[src/rtl/ulf_pkg.sv]
package ulf_pkg;

    typedef enum logic [1:0] {
        LYR_SEQ   = 2'b00,
        LYR_GOP   = 2'b01,
        LYR_PIC   = 2'b10,
        LYR_SLICE = 2'b11
    } layer_e;

    localparam int CTRL_FLUSH_BIT = 0;
    localparam int CTRL_MODE_BIT  = 1;

endpackage

[src/rtl/ulf_admit.sv]
module ulf_admit
    import ulf_pkg::*;
(
    input  logic       valid_i,
    input  logic [1:0] layer_i,
    input  logic       gop_only_i,
    output logic       accept_o
);

    logic layer_ok;

    always_comb begin
        layer_ok = !gop_only_i || (layer_e'(layer_i) == LYR_GOP);
        accept_o = valid_i && layer_ok;
    end

endmodule

[src/rtl/ulf_ctrl.sv]
module ulf_ctrl
    import ulf_pkg::*;
#(
    parameter int DEPTH = 64
) (
    input  logic                     clk,
    input  logic                     rst_n,
    input  logic                     accept_i,
    input  logic                     rd_en_i,
    input  logic                     ctrl_wr_i,
    input  logic [1:0]               ctrl_wdata_i,
    output logic                     wr_fire_o,
    output logic                     rd_fire_o,
    output logic [$clog2(DEPTH)-1:0] waddr_o,
    output logic [$clog2(DEPTH)-1:0] raddr_o,
    output logic                     empty_o,
    output logic                     full_o,
    output logic                     overflow_o,
    output logic                     gop_only_o
);

    localparam int AW = $clog2(DEPTH);
    localparam int PW = AW + 1;

    typedef struct packed {
        logic [PW-1:0] wp;
        logic [PW-1:0] rp;
        logic          ovf;
        logic          gop;
    } st_t;

    st_t st_d, st_q;
    logic flush;
    logic is_empty, is_full;

    always_comb begin
        st_d      = st_q;
        flush     = ctrl_wr_i && ctrl_wdata_i[CTRL_FLUSH_BIT];
        is_empty  = (st_q.wp == st_q.rp);
        is_full   = (st_q.wp[AW] != st_q.rp[AW]) &&
                    (st_q.wp[AW-1:0] == st_q.rp[AW-1:0]);
        wr_fire_o = accept_i && !is_full && !flush;
        rd_fire_o = rd_en_i && !is_empty && !flush;

        if (flush) begin
            st_d.wp  = '0;
            st_d.rp  = '0;
            st_d.ovf = 1'b0;
        end else begin
            if (wr_fire_o) st_d.wp = st_q.wp + PW'(1);
            if (rd_fire_o) st_d.rp = st_q.rp + PW'(1);
            if (accept_i && is_full) st_d.ovf = 1'b1;
        end

        if (ctrl_wr_i) st_d.gop = ctrl_wdata_i[CTRL_MODE_BIT];
    end

    always_ff @(posedge clk or negedge rst_n) begin
        if (!rst_n) st_q <= '0;
        else        st_q <= st_d;
    end

    assign waddr_o    = st_q.wp[AW-1:0];
    assign raddr_o    = st_q.rp[AW-1:0];
    assign empty_o    = is_empty;
    assign full_o     = is_full;
    assign overflow_o = st_q.ovf;
    assign gop_only_o = st_q.gop;

    // a flush leaves the buffer empty with overflow cleared
    p_flush_clears_r3: assert property (@(posedge clk) disable iff (!rst_n)
        (ctrl_wr_i && ctrl_wdata_i[CTRL_FLUSH_BIT]) |=> (empty_o && !overflow_o));

    // an accepted byte against a full buffer raises overflow
    p_no_overflow_r8: assert property (@(posedge clk) disable iff (!rst_n)
        (accept_i && full_o && !flush) |=> overflow_o);

    // a lone write leaves the buffer non-empty
    p_write_fills_r7: assert property (@(posedge clk) disable iff (!rst_n)
        (accept_i && !full_o && !rd_en_i && !ctrl_wr_i) |=> !empty_o);

    // overflow is sticky without a flush
    p_ovf_sticky_r8: assert property (@(posedge clk) disable iff (!rst_n)
        (overflow_o && !ctrl_wr_i) |=> overflow_o);

endmodule

[src/rtl/ulf_store.sv]
module ulf_store #(
    parameter int DEPTH = 64,
    parameter int DW    = 8
) (
    input  logic                     clk,
    input  logic                     rst_n,
    input  logic                     wr_fire_i,
    input  logic [$clog2(DEPTH)-1:0] waddr_i,
    input  logic [DW-1:0]            wdata_i,
    input  logic                     rd_fire_i,
    input  logic [$clog2(DEPTH)-1:0] raddr_i,
    output logic [DW-1:0]            rdata_o
);

    logic [DW-1:0] mem_q [DEPTH];
    logic [DW-1:0] rdata_d, rdata_q;

    always_ff @(posedge clk) begin
        if (wr_fire_i) mem_q[waddr_i] <= wdata_i;
    end

    always_comb begin
        rdata_d = rd_fire_i ? mem_q[raddr_i] : rdata_q;
    end

    always_ff @(posedge clk or negedge rst_n) begin
        if (!rst_n) rdata_q <= '0;
        else        rdata_q <= rdata_d;
    end

    assign rdata_o = rdata_q;

    // no read fire, no change on the read port
    p_hold_rdata_r9: assert property (@(posedge clk) disable iff (!rst_n)
        !rd_fire_i |=> $stable(rdata_o));

endmodule

[src/rtl/ulf_top.sv]
module ulf_top
    import ulf_pkg::*;
#(
    parameter int DEPTH = 64,
    parameter int DW    = 8
) (
    input  logic          clk,
    input  logic          rst_n,
    input  logic          in_valid,
    input  logic [DW-1:0] in_byte,
    input  logic [1:0]    in_layer,
    input  logic          ctrl_wr,
    input  logic [1:0]    ctrl_wdata,
    input  logic          rd_en,
    output logic [DW-1:0] rd_data,
    output logic          empty,
    output logic          full,
    output logic          overflow,
    output logic          gop_only
);

    localparam int AW = $clog2(DEPTH);

    logic          accept;
    logic          wr_fire, rd_fire;
    logic [AW-1:0] waddr, raddr;

    ulf_admit u_admit (
        .valid_i   (in_valid),
        .layer_i   (in_layer),
        .gop_only_i(gop_only),
        .accept_o  (accept)
    );

    ulf_ctrl #(.DEPTH(DEPTH)) u_ctrl (
        .clk         (clk),
        .rst_n       (rst_n),
        .accept_i    (accept),
        .rd_en_i     (rd_en),
        .ctrl_wr_i   (ctrl_wr),
        .ctrl_wdata_i(ctrl_wdata),
        .wr_fire_o   (wr_fire),
        .rd_fire_o   (rd_fire),
        .waddr_o     (waddr),
        .raddr_o     (raddr),
        .empty_o     (empty),
        .full_o      (full),
        .overflow_o  (overflow),
        .gop_only_o  (gop_only)
    );

    ulf_store #(.DEPTH(DEPTH), .DW(DW)) u_store (
        .clk      (clk),
        .rst_n    (rst_n),
        .wr_fire_i(wr_fire),
        .waddr_i  (waddr),
        .wdata_i  (in_byte),
        .rd_fire_i(rd_fire),
        .raddr_i  (raddr),
        .rdata_o  (rd_data)
    );

    // in filter mode a non-GOP byte changes no flag
    p_filter_drop_r5: assert property (@(posedge clk) disable iff (!rst_n)
        (gop_only && in_valid && in_layer != 2'b01 && !rd_en && !ctrl_wr)
        |=> ($stable(empty) && $stable(full) && $stable(overflow)));

    // read strobe on an empty buffer keeps the read data
    p_empty_read_r9: assert property (@(posedge clk) disable iff (!rst_n)
        (empty && rd_en) |=> $stable(rd_data));

    // the two fill flags never both hold
    p_flags_excl_r7: assert property (@(posedge clk) disable iff (!rst_n)
        !(empty && full));

endmodule

[config.mk]
export PLATFORM = sky130hd
export DESIGN_NAME = ulf_top
export DESIGN_NICKNAME = d
export VERILOG_FILES = /design/src/rtl/ulf_pkg.sv /design/src/rtl/ulf_admit.sv /design/src/rtl/ulf_ctrl.sv /design/src/rtl/ulf_store.sv /design/src/rtl/ulf_top.sv
export SDC_FILE = /design/constraint.sdc
export NUM_CORES = 1
export LEC_CHECK = 0
export BUFFER_PORTS_ARGS = -buffer_cell sky130_fd_sc_hd__buf_2
export CORE_MARGIN = 2
export CORE_UTILIZATION = 47
export DETAILED_ROUTE_END_ITERATION = 16
export GPL_TIMING_DRIVEN = 0
export PLACE_DENSITY = 0.62
export REMOVE_ABC_BUFFERS = 1
export SYNTH_ARGS = -nofsm -noshare
export SYNTH_HDL_FRONTEND = slang
export SYNTH_SLANG_ARGS = --single-unit
[constraint.sdc]
create_clock -name clk -period 2.6 [get_ports clk]
set_input_delay 0.52 -clock clk [delete_from_list [all_inputs] [get_ports clk]]
set_output_delay 0.52 -clock clk [all_outputs]
set_load 0.01 [all_outputs]
==> results by group <==
Pwr
  – Pwr Density: 887 nW/um2
  – Maximum VDD drop: 0.518 mV
  – Leakage: 8.21 nW

Logic synthesis
  – Simple-Gate Fraction of Synth Area: 4.80%
  – Synth Area in Adders: 0.117%
  – Post-synth EDFFs: 512
  – Top_reg_cell synth: edfxtp_1
  – YS warnings: 0
  – Avg Inst Size Synth: 18.4 um2
  – Seq/Total Area, Yosys: 74.8%
  – Synth unique cells: 66
  – Mapped Area: ~21000 um2
  – Ys async rst share: between 4 and 5%
  – Compound-Gate Fraction of Synth Area: around 4.9%
  – #FFs+latches synth: 536
  – Main combinational cell family by area after synthesis: multiplexers
  – Cells after Synth: 1159
  – Multiplexer share of the synthesized area: 13.3%
  – Post-Synth XOR/XNOR Area: 0.492%

Cells and area
  – Layout cells sized above 1: 31.1%
  – Synthesis-to-layout area growth: 22.3%
  – Final cell count without fillers: 1911
  – Final core occ: 57.9%
  – Nets: ~1300
  – Diode count: 0

Route
  – # DRC: 0
  – Avg WL per Cell: 27.1 um
  – Routed via count: 11500
  – Routed vias/inst: 6.04
  – ANT nets after route: 0
  – Pre-antenna DRT Iters: 5
  – Routed wire length: between 50 and 60 mm
  – Initial DRC count: 1388

Floorplanning
  – Die area: 47200 um2
  – Die W: 217 um
  – # IOs: 29
  – Die height: roughly 220 um
  – Core Rows: slightly below 80
  – Initial Util: 47.4%
  – Core Footprint: 45100 um2

Critical path
  – Crit start category: flop
  – Critical Path Fanout Max: 20
  – Worst Path Required: around 2100 ps
  – Crit path from: u_ctrl.raddr_o[4]$_DFFE_PN0P_
  – Reg2reg end: u_store.rdata_o[2]$_DFFE_PN0P_
  – CP endpoint: empty
  – CP endpoint kind: output port
  – Worst Path Arrival: 2350 ps
  – R2r worst-path depth: 7
  – FF-to-FF setup slack: -200 ps
  – WS Path Type: flop to output port
  – Worst R2R Start: u_ctrl.raddr_o[0]$_DFFE_PN0P_

STA
  – Final Worst Setup Slack: -272 ps
  – Min Hold Slack: roughly 180 ps
  – Fmax: 0.348 GHz
  – Worst slew pin tran: 1280 ps
  – Number of setup violations in the final report: ~460
  – Fin. Hold Viols: 0
  – Slew Limit Fails: 0
  – Final min period: 2870 ps
  – Max-slew headroom: 14.4%
  – RSZ-0062 raised after global routing: yes
  – Setup TNS: -42490 ps
  – Tcrit/Tclk final: 110%
  – Setup Skew: ~11 ps

Global routing
  – Total Routing Usage GR: 22.0%
  – Initial antenna violation count: 2
  – Vias in the first global route: 11200
  – First-pass GRT wire length: around 75 mm
  – Grt total ovfl: 0
  – Largest net degree at the start of global routing: 65

Worst hold path
  – Hold Path Class: input port to flop

Run status
  – Outcome: complete, but fails checks
  – Failing checks: setup timing

Clocking
  – Clk slew on worst S/H paths: 60 ps
  – Clk Tree Root Cell: clkbuf_16
  – CTS max path bufs: 3
  – Clock Latency Late Sink: 570 ps
  – Clk sink count: 536
  – Num CTS Buffers: 52
  – CTS tree: yes
  – # H-tree levels: 2

Placement
  – Dpl cells: roughly 1700
  – PortBufs: 28
  – Post-detail-place hpwl: around 28 mm
  – Gpl congestion: 0.791

Job
  – Maxcap violations: 0
synth_stat cells (all sizes together) (5+ instances only):
| cell type | instances | area, um2 |
|---|---|---|
| a221oi | 5 | 43.8 |
| nand3b | 8 | 71.3 |
| xor2 | 10 | 87.6 |
| nand4 | 5 | 31.3 |
| a211oi | 13 | 97.6 |
| a2111oi | 6 | 52.6 |
| mux2i | 103 | 1030 |
| nor2b | 14 | 87.6 |
| mux4 | 70 | 1580 |
| buf | 48 | 260 |
| o221ai | 6 | 52.6 |
| a22o | 10 | 87.6 |
| a21oi | 9 | 45.0 |
| o22ai | 13 | 81.3 |
| mux2 | 20 | 225 |
| nand2b | 6 | 37.5 |
| edfxtp | 512 | 15400 |
| a221o | 5 | 50.1 |
| nand2 | 32 | 120 |
| o211ai | 9 | 67.6 |
| a22oi | 23 | 173 |
| nor2 | 93 | 349 |
| nand3 | 15 | 75.1 |
| nor3 | 6 | 30.0 |
| o21ai | 13 | 65.1 |
| clkbuf | 19 | 71.3 |
| or3 | 5 | 31.3 |
| dfrtp | 24 | 601 |
| a41oi | 6 | 52.6 |
layout make-up:
type / count / area, um2
sequential: 536 / 16000
fill: 3251 / 19000
clock inverter: 25 / 279
clock buffer: 69 / 1480
tap: 600 / 751
multi-input combinational: 551 / 5750
inverter: 5 / 18.8
timing repair buffer: 125 / 1830
power by group:
part	leakage, nW	switching [W]	internal [W]
clock	0.866	0.00311	0.00457
sequential	4.89	0.000182	0.00963
combinational	2.45	0.00310	0.00256
critical path: stages, from the launching register on:
cell	delay, ps
dfrtp_4	620
xor2_2	240
or4_4	570
nor3_4	180
buf_2	170
metal layers:
layer	vias to the layer above	wire, um	GRT usage (%)
li1	4935	-	-
met3	118	3510	3.79
met2	467	25100	35.1
met1	6013	21300	30.4
met4	2	1900	8.54
met5	-	13	0
worst min-delay path by stage:
stage,cells past startpoint,start,end,slack [ps]
after detailed placement,1,u_ctrl.overflow_o$_DFFE_PN0P_,u_ctrl.overflow_o$_DFFE_PN0P_,490
after CTS,3,ctrl_wdata[1],u_ctrl.gop_only_o$_DFFE_PN0P_,170
after floorplan,0,rst_n,u_ctrl.gop_only_o$_DFFE_PN0P_,220
after global routing,3,ctrl_wdata[1],u_ctrl.gop_only_o$_DFFE_PN0P_,200
after global placement,1,u_ctrl.overflow_o$_DFFE_PN0P_,u_ctrl.overflow_o$_DFFE_PN0P_,470
final,3,ctrl_wdata[1],u_ctrl.gop_only_o$_DFFE_PN0P_,180
timing repair:
action / 4_1_cts / 5_1_grt
hold buffers: 1 / 0
pin swaps: 30 / 33
endpoints found under the hold margin: 24 / 0
gates resized for setup: 169 / 18
buffers inserted: 54 / 27
gates cloned: 8 / 1
setup endpoints to repair: 537 / 191
through the flow:
stage / instance area [um2] / power [W] / worst slack, ps
2_1_floorplan: 21000 / 0.0129 / -3130
3_3_place_gp: 21900 / 0.0137 / -7730
3_5_place_dp: 22100 / 0.0144 / -1670
4_1_cts: 25600 / 0.0231 / -312
5_1_grt: 26100 / 0.0239 / -321
6_report: 26100 / 0.0232 / -272
sequential cells by signal (all words and copies together), names as in the netlist:
name,cells
u_store.rdata_o,8
u_ctrl.st_q,2
u_ctrl.gop_only_o,1
u_ctrl.waddr_o,6
u_store.mem_q,512
u_ctrl.raddr_o,6
u_ctrl.overflow_o,1
cells by family (layout without fill, tap and decap cells):
| logic type | Yosys count | after routing |
|---|---|---|
| fa+ha+maj | 2 | 2 |
| flops | 536 | 536 |
| buf+inv | 72 | 224 |
| compound gates | 136 | 136 |
| xor+xnor | 12 | 12 |
| simple gates | 208 | 208 |
| mux | 193 | 193 |
layout by cell type, fill, tap and decap left out, drive strengths merged, types with 8 or more instances in the layout:
master,count
a211oi,13
a21oi,9
a22o,10
a22oi,23
buf,115
bufbuf,8
clkbuf,70
clkinv,17
dfrtp,24
edfxtp,512
mux2,20
mux2i,103
mux4,70
nand2,32
nand3,15
nand3b,8
nor2,93
nor2b,14
o211ai,9
o21ai,13
o22ai,13
xor2,10
Note: power is estimated with default switching activity, not from simulation.
